**src/rtl/uart_regbank_pkg.sv**
```systemverilog
package uart_regbank_pkg;

  localparam logic [7:0] BANK_KEY = 8'hBF;

  typedef enum logic [3:0] {
    SEL_DATA, SEL_DLL, SEL_DLH, SEL_IER, SEL_IDENT, SEL_EFR, SEL_LCR, SEL_MCR,
    SEL_LSR, SEL_MSR, SEL_SCR, SEL_XON1, SEL_XON2, SEL_XOFF1, SEL_XOFF2, SEL_NONE
  } reg_sel_e;

  // identification codes, bits 5:0 of the byte
  localparam logic [5:0] ID_NONE  = 6'h01;
  localparam logic [5:0] ID_LINE  = 6'h06;
  localparam logic [5:0] ID_TMO   = 6'h0C;
  localparam logic [5:0] ID_RXD   = 6'h04;
  localparam logic [5:0] ID_THR   = 6'h02;
  localparam logic [5:0] ID_XOFF  = 6'h10;
  localparam logic [5:0] ID_FLOW  = 6'h20;
  localparam logic [5:0] ID_MDM   = 6'h00;

  // enable bit positions
  localparam int EN_RX   = 0;
  localparam int EN_THR  = 1;
  localparam int EN_LINE = 2;
  localparam int EN_MDM  = 3;
  localparam int EN_XOFF = 5;
  localparam int EN_FLOW = 6;

  localparam int EFR_ENH = 4;

  typedef struct packed {
    logic [1:0] rx_trig;
    logic [1:0] tx_trig;
    logic       dma;
    logic       en;
  } fifo_cfg_t;

endpackage

```
**src/rtl/uart_rb_decode.sv**
```systemverilog
module uart_rb_decode
  import uart_regbank_pkg::*;
#(
  parameter int IDX_W = 3
) (
  input  logic [IDX_W-1:0] idx,
  input  logic [7:0]       lcr,
  output reg_sel_e         sel
);

  logic key_bank;
  logic dlab;

  assign key_bank = (lcr == BANK_KEY);
  assign dlab     = lcr[7];

  always_comb begin
    case (idx)
      IDX_W'(0): sel = dlab     ? SEL_DLL   : SEL_DATA;
      IDX_W'(1): sel = dlab     ? SEL_DLH   : SEL_IER;
      IDX_W'(2): sel = key_bank ? SEL_EFR   : SEL_IDENT;
      IDX_W'(3): sel = SEL_LCR;
      IDX_W'(4): sel = key_bank ? SEL_XON1  : SEL_MCR;
      IDX_W'(5): sel = key_bank ? SEL_XON2  : SEL_LSR;
      IDX_W'(6): sel = key_bank ? SEL_XOFF1 : SEL_MSR;
      IDX_W'(7): sel = key_bank ? SEL_XOFF2 : SEL_SCR;
      default:   sel = SEL_NONE;
    endcase
  end

endmodule

```
**src/rtl/uart_rb_irq.sv**
```systemverilog
module uart_rb_irq
  import uart_regbank_pkg::*;
#(
  parameter int NSRC = 7
) (
  input  logic [7:0] ier,
  input  logic       line_err,
  input  logic       rx_timeout,
  input  logic       rx_ready,
  input  logic       thr_pend,
  input  logic       xoff_seen,
  input  logic       flow_change,
  input  logic       mdm_delta,
  input  logic       fifo_en,
  output logic [7:0] ident,
  output logic       active
);

  // index 0 is the highest priority
  localparam logic [5:0] CODES [NSRC] = '{ID_LINE, ID_TMO, ID_RXD, ID_THR, ID_XOFF, ID_FLOW, ID_MDM};

  logic [NSRC-1:0] req;
  logic [5:0]      code;

  assign req[0] = line_err    & ier[EN_LINE];
  assign req[1] = rx_timeout  & ier[EN_RX];
  assign req[2] = rx_ready    & ier[EN_RX];
  assign req[3] = thr_pend    & ier[EN_THR];
  assign req[4] = xoff_seen   & ier[EN_XOFF];
  assign req[5] = flow_change & ier[EN_FLOW];
  assign req[6] = mdm_delta   & ier[EN_MDM];

  always_comb begin
    code = ID_NONE;
    for (int i = NSRC - 1; i >= 0; i--) begin
      if (req[i]) code = CODES[i];
    end
  end

  assign active = |req;
  assign ident  = {fifo_en, fifo_en, code};

endmodule

```
**src/rtl/uart_rb_status.sv**
```systemverilog
module uart_rb_status #(
  parameter int ERR_W = 4,
  parameter int MDM_W = 4
) (
  input  logic             clk,
  input  logic             rst,
  input  logic [ERR_W-1:0] err_in,
  input  logic             lsr_rd,
  input  logic             rx_ready,
  input  logic             tx_room,
  input  logic             tx_idle,
  input  logic             rx_fifo_err,
  input  logic [MDM_W-1:0] mdm_delta_in,
  input  logic [MDM_W-1:0] mdm_lines,
  input  logic             msr_rd,
  output logic [7:0]       lsr,
  output logic [7:0]       msr,
  output logic [ERR_W-1:0] err_sticky,
  output logic             delta_any
);

  logic [MDM_W-1:0] delta_q;

  // a new event in the reading cycle survives the clear
  always_ff @(posedge clk) begin
    if (rst) begin
      err_sticky <= '0;
      delta_q    <= '0;
    end else begin
      err_sticky <= (lsr_rd ? '0 : err_sticky) | err_in;
      delta_q    <= (msr_rd ? '0 : delta_q) | mdm_delta_in;
    end
  end

  assign lsr       = {rx_fifo_err, tx_idle, tx_room, err_sticky, rx_ready};
  assign msr       = {mdm_lines, delta_q};
  assign delta_any = |delta_q;

endmodule

```
**src/rtl/uart_regbank.sv**
```systemverilog
module uart_regbank
  import uart_regbank_pkg::*;
#(
  parameter int ADDR_W = 5
) (
  input  logic              clk,
  input  logic              rst,
  input  logic [ADDR_W-1:0] bus_addr,
  input  logic              bus_wr,
  input  logic              bus_rd,
  input  logic [7:0]        bus_wdata,
  output logic [7:0]        bus_rdata,
  output logic [7:0]        tx_data,
  output logic              tx_push,
  input  logic [7:0]        rx_data,
  output logic              rx_pop,
  output logic              fifo_en,
  output logic              dma_mode,
  output logic [1:0]        tx_trig,
  output logic [1:0]        rx_trig,
  output logic              rx_clr,
  output logic              tx_clr,
  output logic [7:0]        lcr_out,
  output logic [7:0]        mcr_out,
  output logic [15:0]       divisor,
  output logic [7:0]        efr_out,
  output logic [7:0]        xon1,
  output logic [7:0]        xon2,
  output logic [7:0]        xoff1,
  output logic [7:0]        xoff2,
  input  logic              rx_ready,
  input  logic              rx_timeout,
  input  logic              rx_oe,
  input  logic              rx_pe,
  input  logic              rx_fe,
  input  logic              rx_bi,
  input  logic              rx_fifo_err,
  input  logic              tx_room,
  input  logic              tx_idle,
  input  logic              xoff_seen,
  input  logic              flow_change,
  input  logic [3:0]        modem_delta,
  input  logic [3:0]        modem_lines,
  output logic              irq_out
);

  localparam int IDX_W = ADDR_W - 2;

  reg_sel_e   sel;
  logic [7:0] ier_q;
  logic [7:0] scr_q;
  fifo_cfg_t  fcfg_q;
  logic       thr_pend;
  logic       room_q;
  logic [7:0] ident;
  logic       irq_active;
  logic [7:0] lsr_byte;
  logic [7:0] msr_byte;
  logic [3:0] lsr_err;
  logic       delta_any;
  logic       lsr_rd;
  logic       msr_rd;
  logic       ident_ack;
  logic       thr_set;
  logic       data_wr;
  logic [7:0] rd_mux;

  uart_rb_decode #(.IDX_W(IDX_W)) i_decode (
    .idx (bus_addr[ADDR_W-1:2]),
    .lcr (lcr_out),
    .sel (sel)
  );

  assign lsr_rd    = bus_rd & (sel == SEL_LSR);
  assign msr_rd    = bus_rd & (sel == SEL_MSR);
  assign ident_ack = bus_rd & (sel == SEL_IDENT) & (ident[5:0] == ID_THR);
  assign data_wr   = bus_wr & (sel == SEL_DATA);
  assign thr_set   = (tx_room & ~room_q) |
                     (bus_wr & (sel == SEL_IER) & bus_wdata[EN_THR] & ~ier_q[EN_THR] & tx_room);

  uart_rb_status #(.ERR_W(4), .MDM_W(4)) i_status (
    .clk          (clk),
    .rst          (rst),
    .err_in       ({rx_bi, rx_fe, rx_pe, rx_oe}),
    .lsr_rd       (lsr_rd),
    .rx_ready     (rx_ready),
    .tx_room      (tx_room),
    .tx_idle      (tx_idle),
    .rx_fifo_err  (rx_fifo_err),
    .mdm_delta_in (modem_delta),
    .mdm_lines    (modem_lines),
    .msr_rd       (msr_rd),
    .lsr          (lsr_byte),
    .msr          (msr_byte),
    .err_sticky   (lsr_err),
    .delta_any    (delta_any)
  );

  uart_rb_irq #(.NSRC(7)) i_irq (
    .ier         (ier_q),
    .line_err    (|lsr_err),
    .rx_timeout  (rx_timeout),
    .rx_ready    (rx_ready),
    .thr_pend    (thr_pend),
    .xoff_seen   (xoff_seen),
    .flow_change (flow_change),
    .mdm_delta   (delta_any),
    .fifo_en     (fcfg_q.en),
    .ident       (ident),
    .active      (irq_active)
  );

  // register writes
  always_ff @(posedge clk) begin
    if (rst) begin
      lcr_out <= '0;
      mcr_out <= '0;
      ier_q   <= '0;
      scr_q   <= '0;
      divisor <= '0;
      efr_out <= '0;
      xon1    <= '0;
      xon2    <= '0;
      xoff1   <= '0;
      xoff2   <= '0;
      fcfg_q  <= '0;
      tx_data <= '0;
    end else if (bus_wr) begin
      case (sel)
        SEL_DATA:  tx_data       <= bus_wdata;
        SEL_DLL:   divisor[7:0]  <= bus_wdata;
        SEL_DLH:   divisor[15:8] <= bus_wdata;
        SEL_IER:   ier_q         <= bus_wdata;
        SEL_IDENT: fcfg_q        <= '{rx_trig: bus_wdata[7:6], tx_trig: bus_wdata[5:4],
                                      dma: bus_wdata[3], en: bus_wdata[0]};
        SEL_EFR:   efr_out       <= bus_wdata;
        SEL_LCR:   lcr_out       <= bus_wdata;
        SEL_MCR:   mcr_out       <= {bus_wdata[7],
                                     efr_out[EFR_ENH] ? bus_wdata[6] : mcr_out[6],
                                     bus_wdata[5:0]};
        SEL_SCR:   scr_q         <= bus_wdata;
        SEL_XON1:  xon1          <= bus_wdata;
        SEL_XON2:  xon2          <= bus_wdata;
        SEL_XOFF1: xoff1         <= bus_wdata;
        SEL_XOFF2: xoff2         <= bus_wdata;
        default: ;
      endcase
    end
  end

  // strobes and pending flag
  always_ff @(posedge clk) begin
    if (rst) begin
      tx_push  <= 1'b0;
      rx_pop   <= 1'b0;
      rx_clr   <= 1'b0;
      tx_clr   <= 1'b0;
      room_q   <= 1'b0;
      thr_pend <= 1'b0;
      irq_out  <= 1'b0;
    end else begin
      tx_push <= data_wr;
      rx_pop  <= bus_rd & (sel == SEL_DATA);
      rx_clr  <= bus_wr & (sel == SEL_IDENT) & bus_wdata[1];
      tx_clr  <= bus_wr & (sel == SEL_IDENT) & bus_wdata[2];
      room_q  <= tx_room;
      irq_out <= irq_active;
      if (thr_set)
        thr_pend <= 1'b1;
      else if (ident_ack | data_wr)
        thr_pend <= 1'b0;
    end
  end

  // read path
  always_comb begin
    case (sel)
      SEL_DATA:  rd_mux = rx_data;
      SEL_DLL:   rd_mux = divisor[7:0];
      SEL_DLH:   rd_mux = divisor[15:8];
      SEL_IER:   rd_mux = ier_q;
      SEL_IDENT: rd_mux = ident;
      SEL_EFR:   rd_mux = efr_out;
      SEL_LCR:   rd_mux = lcr_out;
      SEL_MCR:   rd_mux = mcr_out;
      SEL_LSR:   rd_mux = lsr_byte;
      SEL_MSR:   rd_mux = msr_byte;
      SEL_SCR:   rd_mux = scr_q;
      SEL_XON1:  rd_mux = xon1;
      SEL_XON2:  rd_mux = xon2;
      SEL_XOFF1: rd_mux = xoff1;
      SEL_XOFF2: rd_mux = xoff2;
      default:   rd_mux = '0;
    endcase
  end

  always_ff @(posedge clk) begin
    if (rst)
      bus_rdata <= '0;
    else if (bus_rd)
      bus_rdata <= rd_mux;
  end

  assign fifo_en  = fcfg_q.en;
  assign dma_mode = fcfg_q.dma;
  assign tx_trig  = fcfg_q.tx_trig;
  assign rx_trig  = fcfg_q.rx_trig;

endmodule

```
**config.mk**
```make
export PLATFORM = sky130hd
export DESIGN_NAME = uart_regbank
export DESIGN_NICKNAME = d
export VERILOG_FILES = /design/src/rtl/uart_regbank_pkg.sv /design/src/rtl/uart_rb_decode.sv /design/src/rtl/uart_rb_irq.sv /design/src/rtl/uart_rb_status.sv /design/src/rtl/uart_regbank.sv
export SDC_FILE = /design/constraint.sdc
export NUM_CORES = 1
export LEC_CHECK = 0
export ABC_AREA = 1
export BUFFER_PORTS_ARGS = -buffer_cell sky130_fd_sc_hd__buf_2
export CORE_MARGIN = 5
export CORE_UTILIZATION = 45
export DETAILED_ROUTE_END_ITERATION = 10
export PLACE_DENSITY = 0.72
export REMOVE_ABC_BUFFERS = 1
export SYNTH_ARGS = -nofsm -noshare
export SYNTH_HDL_FRONTEND = slang
export SYNTH_SLANG_ARGS = --single-unit
```
**constraint.sdc**
```tcl
create_clock -name clk -period 1.7 [get_ports clk]
set_input_delay 0.17 -clock clk [delete_from_list [all_inputs] [get_ports clk]]
set_output_delay 0.17 -clock clk [all_outputs]
set_load 0.01 [all_outputs]
```
Word level (Yosys, flattened, before mapping)
Index checks and enable logic that the tools add are counted. Widths: inputs -> output; s select.

Add/subtract/negate cells: 0. $mul: 0. Divide/modulo/power cells: 0. $lt $le $gt $ge: 0. Eq/ne operators: 23. Shift-type cells: 0. Mux-type cells: 20. Bitwise operators: 27. Reductions and logical operators: 20.

Operator list (number): $pmux 8 s15 (1); $mux 6 (6); $pmux 4 s8 (1); $eq 4x4->1 const B (7); $reduce_and 2->1 (13); $and 1x1->1 (21); $eq 4x3->1 const B (4); $eq 3x3->1 const B (4); $mux 4 (3); $mux 3 (3); $eq 4x2->1 const B (2); $eq 8x8->1 const B (1); $or 4x4->4 (2); $reduce_or 4->1 (2); $reduce_or 7->1 (1); $eq 3x2->1 const B (2); $eq 6x2->1 const B (1); $mux 1 (6); $eq 4x1->1 const B (1); $logic_not 4->1 (1); $eq 3x1->1 const B (1); $logic_not 3->1 (1); $reduce_and 3->1 (1); $not 1->1 (2); other kinds (2) (3).

Bits in registers: 125. Latch bits: 0. Memory bits (writable): 0. Bits in read-only memories: 0. Output and inout bits: 99. Memories: 0.

Longest topological paths before layout
Depth in word-level cells: 14. Mapped depth: 15. Gate-level depth less buffers: 15.

Modules after synthesis
From an unflattened synthesis, not the netlist that was laid out.

Cells, all modules: 929. Area total of the unflattened synthesis: 6198.4 µm².

Modules (own cells, without submodules): uart_regbank (times used 1, cells each 822, area each 5511.5 µm², seq. area each 2342.2 µm²); uart_rb_status (times used 1, cells each 50, area each 410.4 µm², seq. area each 160.2 µm²); uart_rb_decode (times used 1, cells each 30, area each 142.6 µm², seq. area each 0.0 µm²); uart_rb_irq (times used 1, cells each 27, area each 133.9 µm², seq. area each 0.0 µm²).

Worst setup path before layout
No wires, ideal clock.

Path type: register to register. From: register lcr_out[1]. To: register xoff1[7]. Library setup time: 0.140 ns. Arrival time: 1.604 ns. Data required time: 1.560 ns. Path slack: -0.044 ns. Cell stages (with the launch flop): 13. Path through: dfxtp_1 -> nand2_1 -> nor2_1 -> nand2_2 -> nand2_2 -> nand2_4 -> nand2_4 -> nand2_2 -> nor3_2 -> nand2_2 -> buf_6 -> nor2_1 -> a211oi_2.

Word-level cells in the longest chain between the ends: 5.

RTL lines: start, declared (line uart_regbank.sv:23) `output logic [7:0] lcr_out,`; start signal, assigned (line uart_regbank.sv:137) `SEL_LCR: lcr_out <= bus_wdata;`; $eq 8x8->1 (*) (line uart_rb_decode.sv:14) `assign key_bank = (lcr == BANK_KEY);`; $mux 1 (tied with other cells) (line uart_rb_decode.sv:21) `IDX_W'(2): sel = key_bank ? SEL_EFR : SEL_IDENT;`; $pmux 4 s8 (*) (line uart_rb_decode.sv:18) `case (idx)`; $eq 4x4->1 (*) (line uart_regbank.sv:129) `case (sel)`; $reduce_and 2->1 (no line) (*); end signal, assigned (line uart_regbank.sv:144) `SEL_XOFF1: xoff1 <= bus_wdata;`; end, declared (line uart_regbank.sv:29) `output logic [7:0] xoff1,`.

Mark *: on every way between the ends. The rest lies on a longest branch, timed or not. A chain may end at the register's enable or synchronous reset.

Final worst setup path
From: register lcr_out[6]. To: register xon2[6].

Word-level cells in the longest chain between the ends: 5.

RTL lines: $eq 8x8->1 (*) (line uart_rb_decode.sv:14); $mux 1 (tied with other cells) (line uart_rb_decode.sv:21); $pmux 4 s8 (*) (line uart_rb_decode.sv:18); $eq 4x4->1 (*) (line uart_regbank.sv:129); $reduce_and 2->1 (no line) (*); end signal, assigned (line uart_regbank.sv:143) `SEL_XON2: xon2 <= bus_wdata;`; end, declared (line uart_regbank.sv:28) `output logic [7:0] xon2,`.

Marks and branches as above.

==> metrics <==
pre-CTS worst setup slack -193 ps; dpl cells 1078; Tmin final 1850 ps; Iter 0 DRT Violations 586; critical path type reg2reg; Min Hold Slack 81.9 ps; Worst slew margin 0.607; Switching Fraction 0.246; worst skew pair latency 410 ps; Pre-antenna DRT Iters 5; setup violators final 36; mapped cell area 5730 µm²; first-pass GRT wire length 31.3 mm; CP endpoint kind flop; WL/cell 18.4 µm; # port buffers 140; Layout Nets 998; Via density 5.41; Tightest Pin Transition 585 ps; Syn Inst Count 741; Core Box Area 12600 µm²; clock skew 5.31 ps; layout cells sized above 1 0.395; count of state elements after synthesis 125; Sequential Area 2510 µm²; P_sw 1800 µW; total CTS buffers 17; FMAX 541 MHz; final worst-path cycle share 1.09; Required @ worst endpoint 1990 ps; Yosys cell types 37; Hold Path Class in2reg; num ports 143; failing checks setup timing; H-tree depth 4; largest net degree at the start of global routing 56; Post-Syn Area per Cell 7.73 µm²; crit start category flop; IR drop worst, VDD 0.604 mV; TritonCTS clock tree built; via count 6157; Post-DRT Antenna Nets 0; DIE HEIGHT 123 µm; Comb power frac 0.107; P_leak 0.00359 µW; fin cells 1138; largest area contributor in the netlist dfxtp_1; initial core utilization 0.456; number of flops mapped to enable cells by yosys 0; PwrDens 888 nW/µm²; setup slack after layout -147 ps; maximum clock insertion buffer count 2; area grow syn2layout 44.4%; sequential-to-total area share from yosys stat 0.437; initial antenna violation count 0; FP Rows 41; Fin. Hold Viols 0; Critical Path Fanout Max 8; pins over their slew limit 0; MaxCap Viol Count 0; largest cells by area after synthesis dfxtp_1, nand2_1, nor2_1, a211oi_1, a211oi_2; Yosys top cell area share 0.437; multi-input logic area 3210 µm²; drt total wl 20.9 mm; diode count 0; clk sinks 125; total grt overflow 0; unrepaired setup endpoints after global routing yes; GPL Wtd Cong 0.922; ys async rst share 0; Seq pwr share 0.415; DP Wirelength 14.1 mm; dominant synthesized flop cell dfxtp_1; synth warn 0; crit path DAT 2130 ps; die area 15100 µm²; detailed-route DRC error count 0; status finished, violations left; fin area 8270 µm²; Root Driver clkbuf_16; most frequent cells in the layout nand2_1, buf_2, dfxtp_1; die span in x 123 µm; clock slew at reported path FFs 50 ps; Clk pwr share 0.478; commonest non-fill, non-tap cell in the layout nand2_1; Placement Cell Area 6960 µm²; GRT Util Overall 0.274; Internal Power 5540 µW; fill cell count 1072; vias in the first global route 5790
==> routing by layer <==
metal  global-route usage  part of all wire  up-vias  wire (µm)
li1                     -                 -     2946          -
met1                0.359              0.41     2857       8610
met2                0.416              0.46      306       9630
met3               0.0820             0.095       48       2000
met4                0.120             0.034        0        702
met5                    0                 0        -          0
==> area by class of cell <==
cell class,count,area share
clock buffers,23,0.0578
inverters,54,0.0266
repair inverters,2,0.00166
multi-input cells,532,0.389
flip-flops and latches,125,0.303
repair buffers,222,0.185
well taps,172,0.0260
clock inverters,8,0.0109
==> registers in the layout (all words and copies together) (netlist names), 2 cells and up <==
name,cells
i_status.delta_q,4
rx_trig,2
xon2,8
i_status.err_sticky,4
lcr_out,8
scr_q,8
efr_out,8
xoff2,8
ier_q,8
tx_trig,2
tx_data,8
xon1,8
mcr_out,8
bus_rdata,8
divisor,16
xoff1,8
==> through the flow <==
step / power, µW / setup TNS (ps) / util
2_1_floorplan: 3380 / -897 / -
3_3_place_gp: 3730 / -2310 / 0.554
3_5_place_dp: 3730 / -4300 / 0.554
4_1_cts: 7290 / -1140 / 0.631
5_1_grt: 7570 / -8150 / 0.658
6_report: 7340 / -2900 / 0.658
==> worst paths after layout <==
path,from,endpoint,slack [ps],cells past startpoint
max,lcr_out[6],xon2[6],-150,11
min,bus_wdata[2],ier_q[2],80,3
max reg2reg,lcr_out[6],xon2[6],-150,11
min reg2reg,bus_rdata[1],bus_rdata[1],460,2
==> logic make-up after synthesis <==
kind of cell | Yosys count | synth area share
flip-flops | 125 | 0.437
buffers and inverters | 86 | 0.0688
AND/OR/NAND/NOR | 380 | 0.298
AO/OA/AOI/OAI | 150 | 0.196
==> cell usage after synthesis, types with 8 or more instances <==
library cell,count
nor2_2,9
clkinv_1,9
nand4_1,11
a211oi_2,23
a21oi_1,38
nand3_1,38
nand2_1,162
a22oi_1,9
buf_2,8
dfxtp_1,125
nor2_1,128
o21ai_0,9
a211oi_1,58
clkbuf_1,14
inv_1,36
==> critical path, stage by stage, from the launching register on <==
cell and delay, ps:
dfxtp_2 330, inv_2 60, nand2_2 70, nor2_4 140
nand2_4 100, buf_6 140, nor2_4 140, nand2_4 100
nor3_4 250, buf_6 140, clkbuf_16 150, a211oi_2 70
==> timing repair <==
item,4_1_cts,5_1_grt
hold buffers,9,0
pin swaps,23,38
buffers inserted,8,7
gates resized for setup,46,70
setup endpoints to repair,69,80
cloned,4,3
endpoints found under the hold margin,9,0
==> power by group through the flow <==
stage	Sequential (µW)	Clock, µW	Combinational, µW
2_1_floorplan	3110	0	270
3_3_place_gp	3100	0	628
3_5_place_dp	3100	0	633
4_1_cts	3040	3520	723
5_1_grt	3050	3670	840
6_report	3050	3510	786
Note: power is estimated with default switching activity, not from simulation.
